$ cat config.mk
export PLATFORM = sky130hd
export DESIGN_NAME = seg_addr_gen
export DESIGN_NICKNAME = d
export VERILOG_FILES = /design/src/rtl/seg_addr_pkg.sv /design/src/rtl/seg_regfile.sv /design/src/rtl/seg_offset_sel.sv /design/src/rtl/seg_phys_adder.sv /design/src/rtl/seg_addr_gen.sv
export SDC_FILE = /design/constraint.sdc
export NUM_CORES = 1
export LEC_CHECK = 0
export ABC_CLOCK_PERIOD_IN_PS = 3200
export BUFFER_PORTS_ARGS = -buffer_cell sky130_fd_sc_hd__buf_2
export CELL_PAD_IN_SITES_DETAIL_PLACEMENT = 0
export CELL_PAD_IN_SITES_GLOBAL_PLACEMENT = 2
export CORE_MARGIN = 2
export CORE_UTILIZATION = 30
export CTS_BUF_LIST = sky130_fd_sc_hd__clkbuf_2 sky130_fd_sc_hd__clkbuf_4 sky130_fd_sc_hd__clkbuf_8
export DETAILED_ROUTE_END_ITERATION = 10
export PLACE_DENSITY_LB_ADDON = 0.25
export SETUP_SLACK_MARGIN = 0.2
export SLEW_MARGIN = 20
export SYNTH_ARGS = -nofsm -noshare
export SYNTH_HDL_FRONTEND = slang
export SYNTH_HIERARCHICAL = 1
export SYNTH_SLANG_ARGS = --single-unit
$ cat constraint.sdc
create_clock -name clk -period 3.2 [get_ports clk]
set_input_delay 0.32 -clock clk [delete_from_list [all_inputs] [get_ports clk]]
set_output_delay 0.32 -clock clk [all_outputs]
set_load 0.1 [all_outputs]
$ cat src/rtl/seg_addr_pkg.sv
// Package: shared encodings for the segmented address generator.
// Assumes: request kinds and register selects are 3-bit codes.
package seg_addr_pkg;

    typedef enum logic [2:0] {
        K_FETCH = 3'd0,
        K_DATA  = 3'd1,
        K_EXTRA = 3'd2,
        K_PUSH  = 3'd3,
        K_POP   = 3'd4,
        K_STACK = 3'd5,
        K_RSV6  = 3'd6,
        K_RSV7  = 3'd7
    } acc_kind_e;

    typedef enum logic [2:0] {
        SEL_CS  = 3'd0,
        SEL_DS  = 3'd1,
        SEL_SS  = 3'd2,
        SEL_ES  = 3'd3,
        SEL_IP  = 3'd4,
        SEL_SP  = 3'd5,
        SEL_NO6 = 3'd6,
        SEL_NO7 = 3'd7
    } reg_sel_e;

    // True for kinds that produce an address.
    function automatic logic kind_active(input logic [2:0] k);
        return k < 3'd6;
    endfunction

endpackage

$ cat src/rtl/seg_regfile.sv
// Module: seg_regfile
// Holds the four segments, the instruction pointer and the stack pointer.
// Applies pointer steps for fetch/push/pop requests, then the write port,
// so a write to a register wins over a step of that register.
// Assumes: synchronous active-low reset; STEP fits in OFF_W bits.
module seg_regfile
    import seg_addr_pkg::*;
#(
    parameter int SEG_W  = 16,
    parameter int OFF_W  = 16,
    parameter int LEN_W  = 4,
    parameter int STEP   = 2,
    parameter logic [SEG_W-1:0] CS_RST = '1
) (
    input  logic             clk,
    input  logic             rst_n,
    input  logic             req_go,
    input  logic [2:0]       req_kind,
    input  logic [LEN_W-1:0] ins_len,
    input  logic             wr_en,
    input  logic [2:0]       wr_sel,
    input  logic [OFF_W-1:0] wr_data,
    output logic [SEG_W-1:0] cs_q,
    output logic [SEG_W-1:0] ds_q,
    output logic [SEG_W-1:0] ss_q,
    output logic [SEG_W-1:0] es_q,
    output logic [OFF_W-1:0] ip_q,
    output logic [OFF_W-1:0] sp_q
);

    localparam logic [OFF_W-1:0] STEP_V = OFF_W'(STEP);

    logic [SEG_W-1:0] cs_n, ds_n, ss_n, es_n;
    logic [OFF_W-1:0] ip_n, sp_n;

    // Next-state: pointer steps first, register writes override.
    always_comb begin
        cs_n = cs_q;
        ds_n = ds_q;
        ss_n = ss_q;
        es_n = es_q;
        ip_n = ip_q;
        sp_n = sp_q;
        if (req_go) begin
            case (acc_kind_e'(req_kind))
                K_FETCH: ip_n = ip_q + OFF_W'(ins_len);
                K_PUSH:  sp_n = sp_q - STEP_V;
                K_POP:   sp_n = sp_q + STEP_V;
                default: ;
            endcase
        end
        if (wr_en) begin
            case (reg_sel_e'(wr_sel))
                SEL_CS:  cs_n = SEG_W'(wr_data);
                SEL_DS:  ds_n = SEG_W'(wr_data);
                SEL_SS:  ss_n = SEG_W'(wr_data);
                SEL_ES:  es_n = SEG_W'(wr_data);
                SEL_IP:  ip_n = wr_data;
                SEL_SP:  sp_n = wr_data;
                default: ;
            endcase
        end
    end

    // Register update with synchronous reset.
    always_ff @(posedge clk) begin
        if (!rst_n) begin
            cs_q <= CS_RST;
            ds_q <= '0;
            ss_q <= '0;
            es_q <= '0;
            ip_q <= '0;
            sp_q <= '0;
        end else begin
            cs_q <= cs_n;
            ds_q <= ds_n;
            ss_q <= ss_n;
            es_q <= es_n;
            ip_q <= ip_n;
            sp_q <= sp_n;
        end
    end

    a_r6_push_step: assert property (@(posedge clk) disable iff (!rst_n)
        (req_go && req_kind == K_PUSH && !(wr_en && wr_sel == SEL_SP))
        |=> sp_q == $past(sp_q) - STEP_V);

    a_r7_pop_step: assert property (@(posedge clk) disable iff (!rst_n)
        (req_go && req_kind == K_POP && !(wr_en && wr_sel == SEL_SP))
        |=> sp_q == $past(sp_q) + STEP_V);

    a_r3_ip_advance: assert property (@(posedge clk) disable iff (!rst_n)
        (req_go && req_kind == K_FETCH && !(wr_en && wr_sel == SEL_IP))
        |=> ip_q == $past(ip_q) + OFF_W'($past(ins_len)));

    a_r9_sp_write_wins: assert property (@(posedge clk) disable iff (!rst_n)
        (wr_en && wr_sel == SEL_SP) |=> sp_q == $past(wr_data));

    a_r8_stack_read_keeps: assert property (@(posedge clk) disable iff (!rst_n)
        (req_go && req_kind == K_STACK && !wr_en)
        |=> ($stable(sp_q) && $stable(ip_q) && $stable(ss_q)));

endmodule

$ cat src/rtl/seg_offset_sel.sv
// Module: seg_offset_sel
// Picks the segment and offset pair for each access kind. A push offset
// is the already-lowered stack pointer.
// Assumes: purely combinational; inactive kinds give zeros.
module seg_offset_sel
    import seg_addr_pkg::*;
#(
    parameter int SEG_W = 16,
    parameter int OFF_W = 16,
    parameter int STEP  = 2
) (
    input  logic [2:0]       req_kind,
    input  logic [OFF_W-1:0] req_ea,
    input  logic [SEG_W-1:0] cs_q,
    input  logic [SEG_W-1:0] ds_q,
    input  logic [SEG_W-1:0] ss_q,
    input  logic [SEG_W-1:0] es_q,
    input  logic [OFF_W-1:0] ip_q,
    input  logic [OFF_W-1:0] sp_q,
    output logic [SEG_W-1:0] seg_sel,
    output logic [OFF_W-1:0] off_sel
);

    localparam logic [OFF_W-1:0] STEP_V = OFF_W'(STEP);

    // Segment/offset choice per kind.
    always_comb begin
        seg_sel = '0;
        off_sel = '0;
        case (acc_kind_e'(req_kind))
            K_FETCH: begin seg_sel = cs_q; off_sel = ip_q;          end
            K_DATA:  begin seg_sel = ds_q; off_sel = req_ea;        end
            K_EXTRA: begin seg_sel = es_q; off_sel = req_ea;        end
            K_PUSH:  begin seg_sel = ss_q; off_sel = sp_q - STEP_V; end
            K_POP:   begin seg_sel = ss_q; off_sel = sp_q;          end
            K_STACK: begin seg_sel = ss_q; off_sel = sp_q;          end
            default: ;
        endcase
    end

endmodule

$ cat src/rtl/seg_phys_adder.sv
// Module: seg_phys_adder
// Shifts the segment left by SHIFT and adds the zero-extended offset.
// The result is truncated to ADDR_W bits, so the top carry is dropped.
// Assumes: OFF_W <= SEG_W + SHIFT.
module seg_phys_adder #(
    parameter int SEG_W = 16,
    parameter int OFF_W = 16,
    parameter int SHIFT = 4,
    localparam int ADDR_W = SEG_W + SHIFT
) (
    input  logic [SEG_W-1:0]  seg,
    input  logic [OFF_W-1:0]  off,
    output logic [ADDR_W-1:0] phys
);

    logic [ADDR_W-1:0] base;

    // Shift-and-add with wrap at ADDR_W bits.
    always_comb begin
        base = {seg, {SHIFT{1'b0}}};
        phys = base + ADDR_W'(off);
    end

endmodule

$ cat src/rtl/seg_addr_gen.sv
// Module: seg_addr_gen (top)
// Registers one physical address per active request, one cycle later.
// Assumes: synchronous active-low reset; one request per cycle at most.
module seg_addr_gen
    import seg_addr_pkg::*;
#(
    parameter int SEG_W = 16,
    parameter int OFF_W = 16,
    parameter int SHIFT = 4,
    parameter int LEN_W = 4,
    parameter int STEP  = 2,
    localparam int ADDR_W = SEG_W + SHIFT
) (
    input  logic              clk,
    input  logic              rst_n,
    input  logic              req_go,
    input  logic [2:0]        req_kind,
    input  logic [OFF_W-1:0]  req_ea,
    input  logic [LEN_W-1:0]  ins_len,
    input  logic              wr_en,
    input  logic [2:0]        wr_sel,
    input  logic [OFF_W-1:0]  wr_data,
    output logic [ADDR_W-1:0] addr_out,
    output logic              addr_vld
);

    logic [SEG_W-1:0]  cs_q, ds_q, ss_q, es_q;
    logic [OFF_W-1:0]  ip_q, sp_q;
    logic [SEG_W-1:0]  seg_sel;
    logic [OFF_W-1:0]  off_sel;
    logic [ADDR_W-1:0] phys;
    logic              take;

    seg_regfile #(
        .SEG_W(SEG_W), .OFF_W(OFF_W), .LEN_W(LEN_W), .STEP(STEP), .CS_RST('1)
    ) i_regs (
        .clk(clk), .rst_n(rst_n), .req_go(req_go), .req_kind(req_kind),
        .ins_len(ins_len), .wr_en(wr_en), .wr_sel(wr_sel), .wr_data(wr_data),
        .cs_q(cs_q), .ds_q(ds_q), .ss_q(ss_q), .es_q(es_q),
        .ip_q(ip_q), .sp_q(sp_q)
    );

    seg_offset_sel #(.SEG_W(SEG_W), .OFF_W(OFF_W), .STEP(STEP)) i_sel (
        .req_kind(req_kind), .req_ea(req_ea),
        .cs_q(cs_q), .ds_q(ds_q), .ss_q(ss_q), .es_q(es_q),
        .ip_q(ip_q), .sp_q(sp_q),
        .seg_sel(seg_sel), .off_sel(off_sel)
    );

    seg_phys_adder #(.SEG_W(SEG_W), .OFF_W(OFF_W), .SHIFT(SHIFT)) i_add (
        .seg(seg_sel), .off(off_sel), .phys(phys)
    );

    // Request acceptance for address-producing kinds.
    always_comb take = req_go && kind_active(req_kind);

    // Output register: address and one-cycle valid pulse.
    always_ff @(posedge clk) begin
        if (!rst_n) begin
            addr_out <= '0;
            addr_vld <= 1'b0;
        end else begin
            addr_vld <= take;
            if (take) addr_out <= phys;
        end
    end

    a_r2_vld_follows: assert property (@(posedge clk) disable iff (!rst_n)
        (req_go && req_kind < 3'd6) |=> addr_vld);

    a_r2_vld_pulse: assert property (@(posedge clk) disable iff (!rst_n)
        !(req_go && req_kind < 3'd6) |=> !addr_vld);

    a_r4_data_addr: assert property (@(posedge clk) disable iff (!rst_n)
        (req_go && req_kind == K_DATA)
        |=> addr_out == ADDR_W'({$past(ds_q), {SHIFT{1'b0}}} + ADDR_W'($past(req_ea))));

    a_r3_fetch_addr: assert property (@(posedge clk) disable iff (!rst_n)
        (req_go && req_kind == K_FETCH)
        |=> addr_out == ADDR_W'({$past(cs_q), {SHIFT{1'b0}}} + ADDR_W'($past(ip_q))));

endmodule

==> results of run 1 <==
## area by class of cell
cell class,instances,area [sq um],share of cell area [%]
inverters,40,150,1.56
diodes,1,2.50,0.0260
well taps,335,419,4.36
clock inverters,13,135,1.41
repair buffers,148,981,10.2
clock buffers,19,255,2.65
multi-input cells,789,5320,55.4
flip-flops and latches,117,2350,24.4
## metal layers
layer	track usage (%)	vias to the layer above	part of all wire (%)	routed length, um
met5	0	-	0	0
met4	4.16	0	0.73	204
met3	2.95	13	3.6	1020
met2	31.5	137	44	12400
met1	29.2	3552	51	14400
li1	-	3778	-	-
## synthesized netlist by cell type (all sizes together) (22+ instances only)
library cell	n	share of area [%]
clkbuf	41	2.0
mux2i	28	3.5
dfxtp	117	29
xnor2	22	2.4
nand3	34	2.1
nor2	50	2.4
o21ai	61	3.9
a21boi	32	3.2
nand2	240	11
a21oi	75	4.9
ha	32	5.0
inv	40	1.9
buf	26	2.2
## worst paths after layout
| kind | from | end | slack [ns] | cells after the start |
|---|---|---|---|---|
| hold / removal | wr_data[6] | i_regs/es_q[6]$_SDFFE_PN0P_ | 0.18 | 3 |
| hold reg to reg | addr_out[1]$_SDFFE_PN0P_ | addr_out[1]$_SDFFE_PN0P_ | 0.46 | 2 |
| setup reg to reg | i_regs/sp_q[1]$_SDFF_PN0_ | addr_out[19]$_SDFFE_PN0P_ | 0.31 | 13 |
| setup / recovery | i_regs/sp_q[1]$_SDFF_PN0_ | addr_out[19]$_SDFFE_PN0P_ | 0.31 | 13 |
## sequential cells by signal (all words and copies together) (netlist names)
| signal | count |
|---|---|
| i_regs/sp_q | 16 |
| i_regs/ds_q | 16 |
| i_regs/ss_q | 16 |
| i_regs/es_q | 16 |
| addr_vld | 1 |
| i_regs/cs_q | 16 |
| i_regs/ip_q | 16 |
| addr_out | 20 |
## critical path, cell delays in order (launching register included)
cell       delay, ns
dfxtp_2         0.33
buf_4           0.14
nor4_4          0.25
buf_4           0.18
nand2_2         0.07
or4_4           0.45
nand3_4         0.10
ha_4            0.21
buf_4           0.14
a31o_4          0.25
a2111oi_4       0.35
o311ai_2        0.15
nand2_1         0.08
mux2i_1         0.06
## kinds of logic after synthesis
kind of cell / after synthesis
xor gates and xnor gates: 36
muxes: 51
buffers and inverters: 107
adders and majority gates: 35
DFF: 117
and+or+nand+nor: 406
AOI/OAI and AO/OA: 261
## per-stage QoR
stage | std cells | hold WS [ns] | utilization (%) | instance area (sq um)
after global routing | 1461 | 0.183 | 36.9 | 9610
after floorplan | 1013 | 0.433 | - | 7970
after global placement | 1419 | 0.443 | 34.4 | 8960
after detailed placement | 1419 | 0.447 | 34.4 | 8960
after CTS | 1454 | 0.150 | 36.0 | 9390
final | 1462 | 0.180 | 36.9 | 9620
## repair_timing
action / CTS / global route
endpoints found under the setup margin: 10 / 11
gates resized for setup: 3 / 39
buffers inserted: 3 / 7
pin swaps: 7 / 20
## power groups by stage
stage          clock (mW)  sequential, mW  combinational [mW]
2_1_floorplan           0            1.75               0.717
3_3_place_gp            0            1.61                1.25
3_5_place_dp            0            1.61                1.25
4_1_cts              1.44            1.58                1.27
5_1_grt              1.51            1.59                1.44
6_report             1.40            1.58                1.32
==> reports/qor.yml, run 1 <==
logic_synthesis:
  syn-num-nets: 1094
  synth-seq-area-share_pct: 29.4
  synth_top_family_by_area: "simple AND/OR/NAND/NOR gates"
  synth_adder_area_share_pct: 5.78
  synth_warnings: 6
  ys_ff_latch: 117
  synth.distinct_cells: 82
  syn_area_sq_um: 7970
  synth_xor_xnor_area_share_pct: 3.96
  synth_mux_area_share_pct: 9.03
  synth_cells: 1013
  synth_compound_area_share_pct: 22.2
  ys.flop_type: "dfxtp_1"
  ys_async_sr_fraction_pct: 0
  synth_edf_count: 0
  synthSimpleGateAreaFrac_pct: 23.5
  avgSynthCellArea_sq_um: 7.86
global_route:
  grt_first_pass_wirelength_um: 43300
  grt-ovfl-total: 0
  grtUsageTotal_pct: 20.1
  grt_start_max_net_pins: 43
  antenna_found_initial: 1
  grt_pass1_vias: 7229
layout:
  drive_gt1_share_pct: 23.8
  area.growth.synth_to_final_pct: 20.7
  final_common_cell: "nand2_1"
  layout_common_cells: "nand2_1 (237), dfxtp_1 (111), buf_4 (79)"
  fin_nets: 1194
  num-fill-cells: 2751
timing:
  slew_headroom_pct: 31.0
  hold_viol_final: 0
  fin_ws_ns: 0.310
  period_minus_slack_ns: 2.89
  slew_violations: 0
  rsz0062_at_grt: "yes"
  tightest_slew_ns: 1.03
  setup_viol: 0
  post-route-period-util_pct: 90.3
  skew_ns: 0.0145
  fin_setup_tns_ns: 0
  max_freq_mhz: 346
placement:
  place.port_buffers: 66
  pre_cts_slack_ns: -0.0966
  dp_hpwl_um: 20600
  place_congestion: 0.802
floorplanning:
  core-area_sq_um: 26100
  start_util_pct: 30.6
  ios: 67
  dieArea_sq_um: 27900
  die_y_um: 167
  row_count: 59
  die_x_um: 167
power_and_ir_drop:
  swShare_pct: 37.0
  intPower_mw: 2.71
  pwr-share-clk_pct: 32.5
  power_frac_comb_pct: 30.8
  sequentialPowerShare_pct: 36.8
  p_total_mw: 4.30
  power.density_nw_per_um2: 447
  switchingPower_mw: 1.59
  power.leakage_nw: 3.86
  irDropWorstVdd_uv: 199
job:
  max_cap_violations: 0
detailed_routing:
  wire_per_inst_um: 19.1
  drc_errors: 0
  vias: 7480
  drtPass1Iterations: 6
  drt_iter0_markers: 396
  drtAntennaViolNets: 0
  routed_wl_um: 28000
  via_per_inst: 5.12
clock_network:
  clock-sinks: 117
  tritoncts.num_buffers: 17
  clk_latency_ns: 0.45
  cts-htree-levels: 4
  cts_tree: "done"
  holdBufCountCts: 0
  cts-root-buf: "clkbuf_8"
  clkTransAtPathRegs_ns: 0.09
  clock_path_buffers: 2
status:
  status: "finished clean"
setup_path:
  critPathArrivalTime_ns: 3.20
  crit_type: "flip-flop to flip-flop"
  crit_path_max_fanout: 4
  end_kind: "flip-flop"
  startpoint_type: "flip-flop"
  crit_required_ns: 3.51
worst_hold_path:
  hold_class: "primary input to flip-flop"
(Power assumes the default switching activity.)
==> inputs of run 2 (changes only) <==
CORE_MARGIN = not set   (was 2)
==> run 2 against run 1 <==
Net effect:
- register-to-register slack worse by 0.097 ns
- worst hold slack got worse by 0.0097 ns
- fmax fell by 3.2%
- sequential cell count unchanged
- sequential power barely moved
- setup slack got worse by 0.097 ns
- clock power increased by 5%
- largest power group unchanged
- highest routed layer unchanged
==> reports/qor.yml, run 2 (synthesized netlist as in run 1, its figures left out) <==
floorplanning:
  start_util_pct: 30.6
  dieArea_sq_um: 27200
  row_count: 59
  die_y_um: 165
  ios: 67
  core-area_sq_um: 26100
  die_x_um: 165
setup_path:
  reg2regPathDepth: 11
  crit_required_ns: 3.50
  critPathArrivalTime_ns: 3.29
  timing.rr.end: "addr_out[19]$_SDFFE_PN0P_"
  startpoint_type: "flip-flop"
  r2r_start: "i_regs/sp_q[5]$_SDFF_PN0_"
  r2r_slack_ns: 0.21
  end_kind: "flip-flop"
  crit_path_max_fanout: 6
  crit_type: "flip-flop to flip-flop"
detailed_routing:
  drtAntennaViolNets: 0
  drtPass1Iterations: 5
  drt_iter0_markers: 481
  routed_wl_um: 28100
  vias: 7499
  drc_errors: 0
  via_per_inst: 5.17
  wire_per_inst_um: 19.4
layout:
  final_cell_area_sq_um: 9540
  diodes: 0
  regMostFlops: "addr_out"
  layout_common_cells: "nand2_1 (238), dfxtp_1 (114), a21oi_1 (68)"
  final_core_util_pct: 36.6
  largest_reg_flops: 20
  drive_gt1_share_pct: 22.5
  area.growth.synth_to_final_pct: 19.8
  fin_nets: 1183
  final_common_cell: "nand2_1"
power_and_ir_drop:
  power.density_nw_per_um2: 457
  irDropWorstVdd_uv: 211
  power.leakage_nw: 3.80
placement:
  dp_hpwl_um: 20500
  place_area_sq_um: 8900
  place.port_buffers: 66
  pre_cts_slack_ns: -0.0202
  place_congestion: 0.850
clock_network:
  holdBufCountCts: 0
  clk_latency_ns: 0.46
  clkTransAtPathRegs_ns: 0.09
  clock-sinks: 117
  cts_tree: "done"
  cts-htree-levels: 4
  cts-root-buf: "clkbuf_8"
  clock_path_buffers: 2
  tritoncts.num_buffers: 17
global_route:
  grt_util_met3_pct: 4.12
  antenna_found_initial: 0
  grt_start_max_net_pins: 63
  grt_use_met2_pct: 32.6
  grt_pass1_vias: 7252
  grtUsageTotal_pct: 21.5
  grt-ovfl-total: 0
  grt_use_met1_pct: 30.2
  grt_first_pass_wirelength_um: 43300
  top_usage_layer: "met2"
timing:
  max_freq_mhz: 335
  hold_viol_final: 0
  slew_violations: 0
  fin_setup_tns_ns: 0
  tightest_slew_ns: 1.03
  fin_ws_ns: 0.213
  slew_headroom_pct: 31.5
  setup_viol: 0
  period_minus_slack_ns: 2.99
  whs_ns: 0.170
  rsz0062_at_grt: "yes"
  post-route-period-util_pct: 93.3
  skew_ns: 0.0272
worst_hold_path:
  min_from: "wr_data[2]"
  hold_depth: 3
  hold_class: "primary input to flip-flop"
  holdPathEnd: "i_regs/ss_q[2]$_SDFFE_PN0P_"
status:
  status: "finished clean"
job:
  max_cap_violations: 0
## run 2: layout make-up
class / instances / area (sq um)
clock buffers: 17 / 234
clock inverters: 15 / 180
fillers: 2778 / 16500
inverters: 40 / 153
multi-input cells: 789 / 5290
flip-flops and latches: 117 / 2350
well taps: 335 / 419
repair buffers: 137 / 923
## run 2: worst max path at each step
stage,to,cells after the start,slack [ns],startpoint
after global routing,addr_out[19]$_SDFFE_PN0P_,11,0.11,i_regs/sp_q[10]$_SDFF_PN0_
after global placement,addr_out[19]$_SDFFE_PN0P_,13,0.03,req_kind[0]
after detailed placement,addr_out[19]$_SDFFE_PN0P_,13,-0.02,req_kind[0]
after floorplan,addr_out[14]$_SDFFE_PN0P_,13,0.30,req_kind[0]
final,addr_out[19]$_SDFFE_PN0P_,11,0.21,i_regs/sp_q[5]$_SDFF_PN0_
after CTS,addr_out[19]$_SDFFE_PN0P_,13,0.18,i_regs/sp_q[1]$_SDFF_PN0_
## run 2: per-stage QoR
step / cells / power [mW]
after floorplan: 1013 / 2.47
after global placement: 1407 / 2.85
after detailed placement: 1407 / 2.85
after CTS: 1440 / 4.36
after global routing: 1450 / 4.61
final: 1450 / 4.37
## run 2: power breakdown
group	leakage (nW)	switching [mW]	internal, mW
sequential	0.953	0.0601	1.52
combinational	2.64	0.802	0.513
clock	0.204	0.804	0.665
## run 2: worst max-delay path, cell delays in order (launching register included)
cell and delay, ns:
dfxtp_1 0.42, nor4b_4 0.34, buf_4 0.19, nand4b_1 0.14, o32a_1 0.32, o21ai_1 0.15, ha_2 0.36, a31o_4 0.26
a2111oi_4 0.34, o311ai_1 0.14, nand2_1 0.08, mux2i_1 0.07
## run 2: per-layer routing
metal,share of wire (%),up-vias
met4,2.8,0
met2,43,203
li1,-,3749
met3,4.6,30
met5,0,-
met1,50,3517
## run 2: timing repair
action | 4_1_cts | 5_1_grt
gates resized for setup | 3 | 38
buffers inserted | 1 | 10
endpoints found under the setup margin | 8 | 11
pin swaps | 1 | 22
